## src/rtl/sema_pkg.sv

```systemverilog
package sema_pkg;

  // View codes seen on req_view
  localparam logic [3:0] VW_RAW    = 4'd0;
  localparam logic [3:0] VW_TAG    = 4'd1;
  localparam logic [3:0] VW_EF_BLK = 4'd2;
  localparam logic [3:0] VW_EF_TRY = 4'd3;
  localparam logic [3:0] VW_PV_BLK = 4'd4;
  localparam logic [3:0] VW_PV_TRY = 4'd5;

  // Bit positions of the tag word
  localparam int TAG_E_BIT    = 0;
  localparam int TAG_F_BIT    = 1;
  localparam int TAG_T_BIT    = 16;
  localparam int TAG_FIFO_BIT = 17;

  typedef enum logic [3:0] {
    OP_NONE,
    OP_ACQ_BLK,
    OP_ACQ_TRY,
    OP_REL,
    OP_RAW_RD,
    OP_TAG_RD,
    OP_TAG_WR,
    OP_ZERO_RD,
    OP_ONES_RD,
    OP_DROP_WR
  } op_e;

  typedef struct packed {
    logic t;
    logic f;
    logic e;
  } tag_t;

endpackage

```

## src/rtl/sema_decode.sv

```systemverilog
module sema_decode
  import sema_pkg::*;
(
  input  logic       req_valid,
  input  logic       req_write,
  input  logic [3:0] req_view,
  output op_e        op
);

  always_comb begin
    op = OP_NONE;
    if (req_valid) begin
      case (req_view)
        VW_RAW:    op = req_write ? OP_DROP_WR : OP_RAW_RD;
        VW_TAG:    op = req_write ? OP_TAG_WR  : OP_TAG_RD;
        VW_EF_BLK,
        VW_EF_TRY: op = req_write ? OP_DROP_WR : OP_ZERO_RD;
        VW_PV_BLK: op = req_write ? OP_REL     : OP_ACQ_BLK;
        VW_PV_TRY: op = req_write ? OP_REL     : OP_ACQ_TRY;
        default:   op = req_write ? OP_DROP_WR : OP_ONES_RD;
      endcase
    end
  end

endmodule

```

## src/rtl/sema_count.sv

```systemverilog
module sema_count
  import sema_pkg::*;
#(
  parameter int CNT_W = 16
) (
  input  logic             clk,
  input  logic             rst_n,
  input  op_e              op,
  output logic [CNT_W-1:0] cnt_q,
  output logic             cnt_zero,
  output logic             cnt_max
);

  localparam logic [CNT_W-1:0] CNT_TOP = {CNT_W{1'b1}};

  logic [CNT_W-1:0] cnt_d;
  logic             cnt_en;

  assign cnt_zero = (cnt_q == '0);
  assign cnt_max  = (cnt_q == CNT_TOP);

  always_comb begin
    cnt_d  = cnt_q;
    cnt_en = 1'b0;
    case (op)
      OP_ACQ_BLK, OP_ACQ_TRY: begin
        if (!cnt_zero) begin
          cnt_d  = cnt_q - 1'b1;
          cnt_en = 1'b1;
        end
      end
      OP_REL: begin
        if (!cnt_max) begin
          cnt_d  = cnt_q + 1'b1;
          cnt_en = 1'b1;
        end
      end
      default: ;
    endcase
  end

  always_ff @(posedge clk or negedge rst_n) begin
    if (!rst_n)      cnt_q <= '0;
    else if (cnt_en) cnt_q <= cnt_d;
  end

endmodule

```

## src/rtl/sema_waitmask.sv

```systemverilog
module sema_waitmask
  import sema_pkg::*;
#(
  parameter int NUM_REQ = 8,
  parameter int ID_W    = (NUM_REQ > 1) ? $clog2(NUM_REQ) : 1
) (
  input  logic               clk,
  input  logic               rst_n,
  input  op_e                op,
  input  logic               cnt_zero,
  input  logic [ID_W-1:0]    req_id,
  output logic [NUM_REQ-1:0] mask_q,
  output logic [NUM_REQ-1:0] wake_q
);

  logic [NUM_REQ-1:0] id_hot;
  logic [NUM_REQ-1:0] mask_d;
  logic [NUM_REQ-1:0] wake_d;
  logic               mask_en;

  for (genvar g = 0; g < NUM_REQ; g++) begin : g_hot
    assign id_hot[g] = (req_id == ID_W'(g));
  end

  always_comb begin
    mask_d  = mask_q;
    mask_en = 1'b0;
    if (op == OP_REL) begin
      mask_d  = '0;
      mask_en = 1'b1;
    end else if (op == OP_ACQ_BLK && cnt_zero) begin
      mask_d  = mask_q | id_hot;
      mask_en = 1'b1;
    end
  end

  assign wake_d = (op == OP_REL) ? mask_q : '0;

  always_ff @(posedge clk or negedge rst_n) begin
    if (!rst_n)       mask_q <= '0;
    else if (mask_en) mask_q <= mask_d;
  end

  always_ff @(posedge clk or negedge rst_n) begin
    if (!rst_n) wake_q <= '0;
    else        wake_q <= wake_d;
  end

endmodule

```

## src/rtl/sema_tag.sv

```systemverilog
module sema_tag
  import sema_pkg::*;
(
  input  logic clk,
  input  logic rst_n,
  input  op_e  op,
  input  tag_t tag_wr,
  output tag_t tag_q
);

  logic tag_en;

  assign tag_en = (op == OP_TAG_WR);

  always_ff @(posedge clk or negedge rst_n) begin
    if (!rst_n)      tag_q <= '0;
    else if (tag_en) tag_q <= tag_wr;
  end

endmodule

```

## src/rtl/sema_cell.sv

```systemverilog
module sema_cell
  import sema_pkg::*;
#(
  parameter int NUM_REQ = 8,
  parameter int CNT_W   = 16,
  parameter int DATA_W  = 32,
  parameter int ID_W    = (NUM_REQ > 1) ? $clog2(NUM_REQ) : 1
) (
  input  logic               clk,
  input  logic               rst_n,
  input  logic               req_valid,
  input  logic               req_write,
  input  logic [3:0]         req_view,
  input  logic [ID_W-1:0]    req_id,
  input  logic [DATA_W-1:0]  req_wdata,
  output logic               rsp_done,
  output logic               rsp_blocked,
  output logic [DATA_W-1:0]  rsp_rdata,
  output logic [NUM_REQ-1:0] wake_vec
);

  localparam int PAD_W = DATA_W - CNT_W;

  // reset: asserted asynchronously, released on the clock
  logic [1:0] rst_sync_q;
  logic       rst_ns;

  always_ff @(posedge clk or negedge rst_n) begin
    if (!rst_n) rst_sync_q <= 2'b00;
    else        rst_sync_q <= {rst_sync_q[0], 1'b1};
  end
  assign rst_ns = rst_sync_q[1];

  op_e                op;
  logic [CNT_W-1:0]   cnt_q;
  logic               cnt_zero;
  logic               cnt_max;
  logic [NUM_REQ-1:0] mask_q;
  tag_t               tag_q;
  tag_t               tag_wr;

  sema_decode u_dec (
    .req_valid (req_valid),
    .req_write (req_write),
    .req_view  (req_view),
    .op        (op)
  );

  sema_count #(.CNT_W(CNT_W)) u_cnt (
    .clk      (clk),
    .rst_n    (rst_ns),
    .op       (op),
    .cnt_q    (cnt_q),
    .cnt_zero (cnt_zero),
    .cnt_max  (cnt_max)
  );

  sema_waitmask #(.NUM_REQ(NUM_REQ), .ID_W(ID_W)) u_wait (
    .clk      (clk),
    .rst_n    (rst_ns),
    .op       (op),
    .cnt_zero (cnt_zero),
    .req_id   (req_id),
    .mask_q   (mask_q),
    .wake_q   (wake_vec)
  );

  assign tag_wr.t = req_wdata[TAG_T_BIT];
  assign tag_wr.f = req_wdata[TAG_F_BIT];
  assign tag_wr.e = req_wdata[TAG_E_BIT];

  sema_tag u_tag (
    .clk    (clk),
    .rst_n  (rst_ns),
    .op     (op),
    .tag_wr (tag_wr),
    .tag_q  (tag_q)
  );

  // response path
  logic              done_d;
  logic              blk_d;
  logic [DATA_W-1:0] rdata_d;
  logic [DATA_W-1:0] cnt_ext;
  logic [DATA_W-1:0] tag_word;

  assign cnt_ext = {{PAD_W{1'b0}}, cnt_q};

  always_comb begin
    tag_word               = '0;
    tag_word[TAG_T_BIT]    = tag_q.t;
    tag_word[TAG_F_BIT]    = tag_q.f;
    tag_word[TAG_E_BIT]    = tag_q.e;
    tag_word[TAG_FIFO_BIT] = 1'b0;
  end

  always_comb begin
    blk_d   = (op == OP_ACQ_BLK) && cnt_zero;
    done_d  = (op != OP_NONE) && !blk_d;
    rdata_d = '0;
    case (op)
      OP_ACQ_BLK: rdata_d = cnt_zero ? '0 : cnt_ext;
      OP_ACQ_TRY: rdata_d = cnt_ext;
      OP_RAW_RD:  rdata_d = cnt_ext;
      OP_TAG_RD:  rdata_d = tag_word;
      OP_ONES_RD: rdata_d = '1;
      default:    rdata_d = '0;
    endcase
  end

  always_ff @(posedge clk or negedge rst_ns) begin
    if (!rst_ns) begin
      rsp_done    <= 1'b0;
      rsp_blocked <= 1'b0;
      rsp_rdata   <= '0;
    end else begin
      rsp_done    <= done_d;
      rsp_blocked <= blk_d;
      rsp_rdata   <= rdata_d;
    end
  end

endmodule

```

## config.mk

```make
export PLATFORM = sky130hd
export DESIGN_NAME = sema_cell
export DESIGN_NICKNAME = d
export VERILOG_FILES = /design/src/rtl/sema_pkg.sv /design/src/rtl/sema_decode.sv /design/src/rtl/sema_count.sv /design/src/rtl/sema_waitmask.sv /design/src/rtl/sema_tag.sv /design/src/rtl/sema_cell.sv
export SDC_FILE = /design/constraint.sdc
export NUM_CORES = 1
export LEC_CHECK = 0
export ABC_AREA = 1
export BUFFER_PORTS_ARGS = -buffer_cell sky130_fd_sc_hd__buf_2
export CORE_MARGIN = 5
export CORE_UTILIZATION = 49
export DETAILED_ROUTE_END_ITERATION = 10
export GPL_TIMING_DRIVEN = 0
export PLACE_DENSITY = 0.75
export REMOVE_ABC_BUFFERS = 1
export SLEW_MARGIN = 20
export SYNTH_ARGS = -nofsm -noshare
export SYNTH_HDL_FRONTEND = slang
export SYNTH_HIERARCHICAL = 1
export SYNTH_SLANG_ARGS = --single-unit
```

## constraint.sdc

```tcl
create_clock -name clk -period 1.8 [get_ports clk]
set_input_delay 0.54 -clock clk [delete_from_list [all_inputs] [get_ports clk]]
set_output_delay 0.54 -clock clk [all_outputs]
set_load 0.05 [all_outputs]
```

# [Word-level counts from Yosys, hierarchy flattened]
# Index checks and enable logic that the tools add are counted.
[totals] latch_bits=0 mem_bits_ro=0 out_inout_bits=42 regBits=71 ram_bits=0 mem_count=0 inputBits=43
[op_classes] eq_ne=22 multipliers=0 n_mux=21 bitwise=1 shifts=0 reduce_logical=14 div_mod_pow=0 order_cmp=0 n_addsub=2
[ops] operator="32-bit case mux with 4 select lines" count=1
[ops] operator="16-bit 2-to-1 mux" count=3
[ops] operator="16-bit case mux with 2 select lines" count=1
[ops] operator="8-bit 2-to-1 mux" count=3
[ops] operator="4-bit by 3-bit equality test with 1-bit output (second input constant)" count=5
[ops] operator="4-bit case mux with 5 select lines" count=1
[ops] operator="16-bit by 1-bit adder with 16-bit output (second input constant)" count=1
[ops] operator="16-bit equality test (second input constant)" count=1
[ops] operator="4-bit by 2-bit equality test with 1-bit output (second input constant)" count=4
[ops] operator="16-bit zero test" count=1
[ops] operator="16-bit by 1-bit subtractor with 16-bit output (second input constant)" count=1
[ops] operator="3-bit equality test (second input constant)" count=4
[ops] operator="4-bit 2-to-1 mux" count=3
[ops] operator="4-bit by 1-bit equality test with 1-bit output (second input constant)" count=2
[ops] operator="8-bit OR" count=1
[ops] operator="3-bit by 2-bit equality test with 1-bit output (second input constant)" count=2
[ops] operator="1-bit 2-to-1 mux" count=6
[ops] operator="2-bit OR reduction" count=3
[ops] operator="4-bit equality test (second input constant)" count=1
[ops] operator="4-bit zero test" count=1
[ops] operator="2-bit 2-to-1 mux" count=2
[ops] operator="2-bit != test (second input constant)" count=2
[ops] operator="4-bit AND reduction" count=1
[ops] operator="2-bit nonzero test" count=2
[ops] operator="other kinds (7)" count=8

# [Longest topological paths before layout]
[logic_depth] depth_word=9 depth_mapped=18 depth_no_buf=18

# [Modules after synthesis]
# The synthesis kept the hierarchy.
[modules_own_cells] mod="sema_count" seq_area_each_um2=400.4 area_each_um2=1726.7 cells_each=279 n_inst=1
[modules_own_cells] mod="sema_cell" seq_area_each_um2=550.5 area_each_um2=923.4 cells_each=99 n_inst=1
[modules_own_cells] mod="sema_waitmask" seq_area_each_um2=400.4 area_each_um2=738.2 cells_each=92 n_inst=1
[modules_own_cells] mod="sema_decode" seq_area_each_um2=0.0 area_each_um2=151.4 cells_each=33 n_inst=1
[modules_own_cells] mod="sema_tag" seq_area_each_um2=75.1 area_each_um2=137.6 cells_each=16 n_inst=1

# [Worst setup path before layout]
# No wires, ideal clock.
[synth_timing] kind="input-to-reg" startpoint="input port req_view[1]" endpoint="register u_cnt.cnt_q[13]" path_slack_ns=-1.232 path_buffers=0 setup_time_ns=0.117 required_ns=1.683 cell_stages=14 arrival_ns=2.915 cell_sequence="inv_2 nand2_1 nand2_1 nand3_1 a21oi_1 nand3_2 ha_1 or2_2 nand3_1 nand2_1 nand2_1 nand3_1 nand3_2 nand2_1"
[synth_via] elab_chain_cells=8
[synth_rtl] element="start, declared" line="sema_cell.sv:13" rtl="input logic [3:0] req_view,"
[synth_rtl] element="4-bit by 2-bit equality test with 1-bit output" line="sema_decode.sv:13" rtl="case (req_view)"
[synth_rtl] element="2-bit OR reduction" line="sema_decode.sv:13"
[synth_rtl] element="4-bit case mux with 5 select lines *" line="sema_decode.sv:13"
[synth_rtl] element="4-bit 2-to-1 mux *" line="sema_decode.sv:12" rtl="if (req_valid) begin"
[synth_rtl] element="named net op[1]" line="sema_cell.sv:34" rtl="op_e op;"
[synth_rtl] element="4-bit by 1-bit equality test with 1-bit output or 4-bit by 2-bit equality test with 1-bit output (tied branches)" line="sema_count.sv:25" rtl="case (op)"
[synth_rtl] element="2-bit OR reduction" line="sema_count.sv:25"
[synth_rtl] element="1-bit case mux with 2 select lines, or another cell as far along" line="sema_count.sv:25"
[synth_rtl] element="4-bit AND reduction (no source line)"
[synth_rtl] element="end signal, assigned" line="sema_count.sv:44" rtl="else if (cnt_en) cnt_q <= cnt_d;"
[synth_rtl] element="end, declared" line="sema_count.sv:9" rtl="output logic [CNT_W-1:0] cnt_q,"
# Mark *: on every way through the listed nets, which the timed path passes. The rest lies on a longest branch.
# A chain may end at the register's enable or synchronous reset.

# [Worst setup path in the final report]
[layout_timing] startpoint="input port req_view[3]" endpoint="register u_cnt.cnt_q[15]"
# Same word-level chain as after synthesis.

==> reports/results.ini <==
[worst_setup_path]
crit_chain=buf_8 > nor2_4 > nand2_2 > nand3_2 > a21oi_4 > nor2_4 > nand3_4 > buf_12 > buf_4 > ha_4 > a21oi_1 > nand2_1 > a21oi_2 > nand2_1 > nand2_1 > nand3_2 > nand2_1
crit_type=input port to flip-flop
reg2reg_depth=8
crit_family=simple AND/OR/NAND/NOR gates
critPathMaxFanout=7
r2r-start=u_cnt/cnt_q[10]$_DFFE_PN0P_
cp_slowest_stage_delay_ps=230
startpoint_type=input port
path_common_cell=nand2_1
critPathArrivalTime_ps=2740
reg2reg_to=u_cnt/cnt_q[14]$_DFFE_PN0P_
worst-path-buf-inv=3
crit_required_ps=2070
worstSetupEndpointType=flip-flop
slowest_stage=ha_4
ff2ff_setup_slack_ps=-90

[grt]
grt_util_met2=0.361
grt_pass1_vias=3362
antenna_found_initial=0
gr-total-overflow=0
use_met1=0.235
grt_max_degree=56
grt_pass1_wl_um=14800
track_usage=0.203
grt.busiest_layer=met2
use_met3=0.0395

[clocking]
clkLatencyLatePin_ps=330
clock-sinks=57
numCtsBuffers=9
cts_tree=yes
cts_root_buf=clkbuf_8
h-tree-depth=3
clk_pin_slew_ps=60
cts_buffer_depth=2

[floorplanning]
dieArea_um2=9330
io_pins=85
core_area_um2=7290
die_h_um=96.6
fp.dieW_um=96.6
rows=31
initial_core_util=0.504

[sta]
rsz0062_at_grt=yes
maxSlewViolCount=0
final.period_utilization=1.37
post-route-min-period_ps=2470
tightest_slew_ps=685
hold_viol_final=0
layout_setup_ws_ps=-674
setup_viol=19
clock.fmax_mhz=404
hold_slack_ps=361
fin_tns_setup_ps=-7580
fin_worst_skew_ps=8.22
max_slew_margin=0.543

[power]
leakage_nw=2.67
power.density_nw_per_um2=1530
p_int_mw=3.92
ir_drop_mv=0.678
p_sw_mw=3.72
combinationalPowerShare=0.581
p_seq_frac=0.254
clkPwrFrac=0.165
swShare=0.487

[final_layout]
fin_nets=652
final_cell_mix=165 x nand2_1, 74 x inv_1, 54 x dfrtp_1, 51 x buf_2
area_growth_pct=35.7
layout_commonest_cell=nand2_1
finalNonFillerCells=697
drive_above_1_share=0.365
fill_cells=529
antenna_cells=0

[placement]
dp.cells=653
preCtsSetupSlack_ps=-1910
hpwlAfterDp_um=5770
gp_congestion=0.844
port_buffers=55

[job]
drv_cap=0

[detailed_routing]
first_pass_iters=5
antenna_left=0
vias_per_cell=5.36
drc=0
drt_wl_total_um=10800
num_vias=3736
drtIter0Drc=286
wire_per_inst_um=15.6

[yosys]
yosys_warnings=6
synth_area_um2=3670
synth_cells=518
syn_avg_cell_area_um2=7.09

[worst_hold_path]
hold_class=flip-flop to flip-flop
min_path_cells=0
hold_end=rst_sync_q[1]$_DFF_PN0_
worstHoldStart=rst_sync_q[0]$_DFF_PN0_

[status]
status=finished with violations
violations=negative setup slack

-- area by class of cell --
| type | count | area, um^2 | share of cell area |
|---|---|---|---|
| Tap cell | 99 | 124 | 0.0248 |
| Multi-Input combinational cell | 356 | 2300 | 0.462 |
| Clock buffer | 12 | 165 | 0.0331 |
| Timing Repair Buffer | 81 | 566 | 0.113 |
| Clock inverter | 4 | 50.0 | 0.0100 |
| Inverter | 88 | 345 | 0.0693 |
| Sequential cell | 57 | 1430 | 0.287 |
-- layer usage --
metal  vias up  part of all wire
li1       1716                 -
met1      1771              0.37
met2       202              0.52
met3        47             0.069
met4         0             0.035
met5         -                 0
-- power groups by stage --
stage / clock (mW) / combinational [mW] / sequential [mW]
finish: 1.26 / 4.44 / 1.94
global route: 1.34 / 4.74 / 1.98
CTS: 1.27 / 3.53 / 1.92
detailed placement: 0 / 3.02 / 1.88
global placement: 0 / 2.93 / 1.86
floorplan: 0 / 2.10 / 2.15
-- how the worst max path moves through the flow --
stage,from,to,slack (ps),depth (start not counted)
6_report,req_view[3],u_cnt/cnt_q[15]$_DFFE_PN0P_,-670,17
5_1_grt,req_view[3],u_cnt/cnt_q[11]$_DFFE_PN0P_,-690,17
4_1_cts,req_view[2],u_cnt/cnt_q[10]$_DFFE_PN0P_,-470,16
3_5_place_dp,req_view[2],u_cnt/cnt_q[13]$_DFFE_PN0P_,-1910,13
3_3_place_gp,req_view[1],u_cnt/cnt_q[13]$_DFFE_PN0P_,-1810,15
2_1_floorplan,rsp_rdata[30]$_DFF_PN0_,rsp_rdata[17],-3490,0
-- worst reg2reg max path: cells and delay by family (launching register included) --
kind                   cells  cell delay [ps]
flip-flops                 1              460
AO/OA/AOI/OAI              1              370
buffers and inverters      2              280
AND/OR/NAND/NOR            5              710
-- through the flow --
step,cell area (um^2),power [mW],utilization
2_1_floorplan,3520,4.25,-
3_3_place_gp,3920,4.80,0.537
3_5_place_dp,3920,4.89,0.538
4_1_cts,4650,6.73,0.637
5_1_grt,4980,8.06,0.684
6_report,4980,7.64,0.684
-- flip-flops by register name, summed over array words and instances, names as in the netlist --
register	count
u_wait/wake_q	8
rsp_done	1
rsp_blocked	1
rsp_rdata	18
u_tag/tag_q	3
u_wait/mask_q	8
u_cnt/cnt_q	16
rst_sync_q	2
-- repair_timing --
item | 4_1_cts | 5_1_grt
resized for setup | 71 | 62
cloned | 1 | 1
pin swaps | 20 | 35
endpoints found under the hold margin | 2 | 0
buffers inserted | 12 | 13
setup endpoints to repair | 54 | 57
hold buffers | 1 | 0
Note: power is estimated with default switching activity, not from simulation.
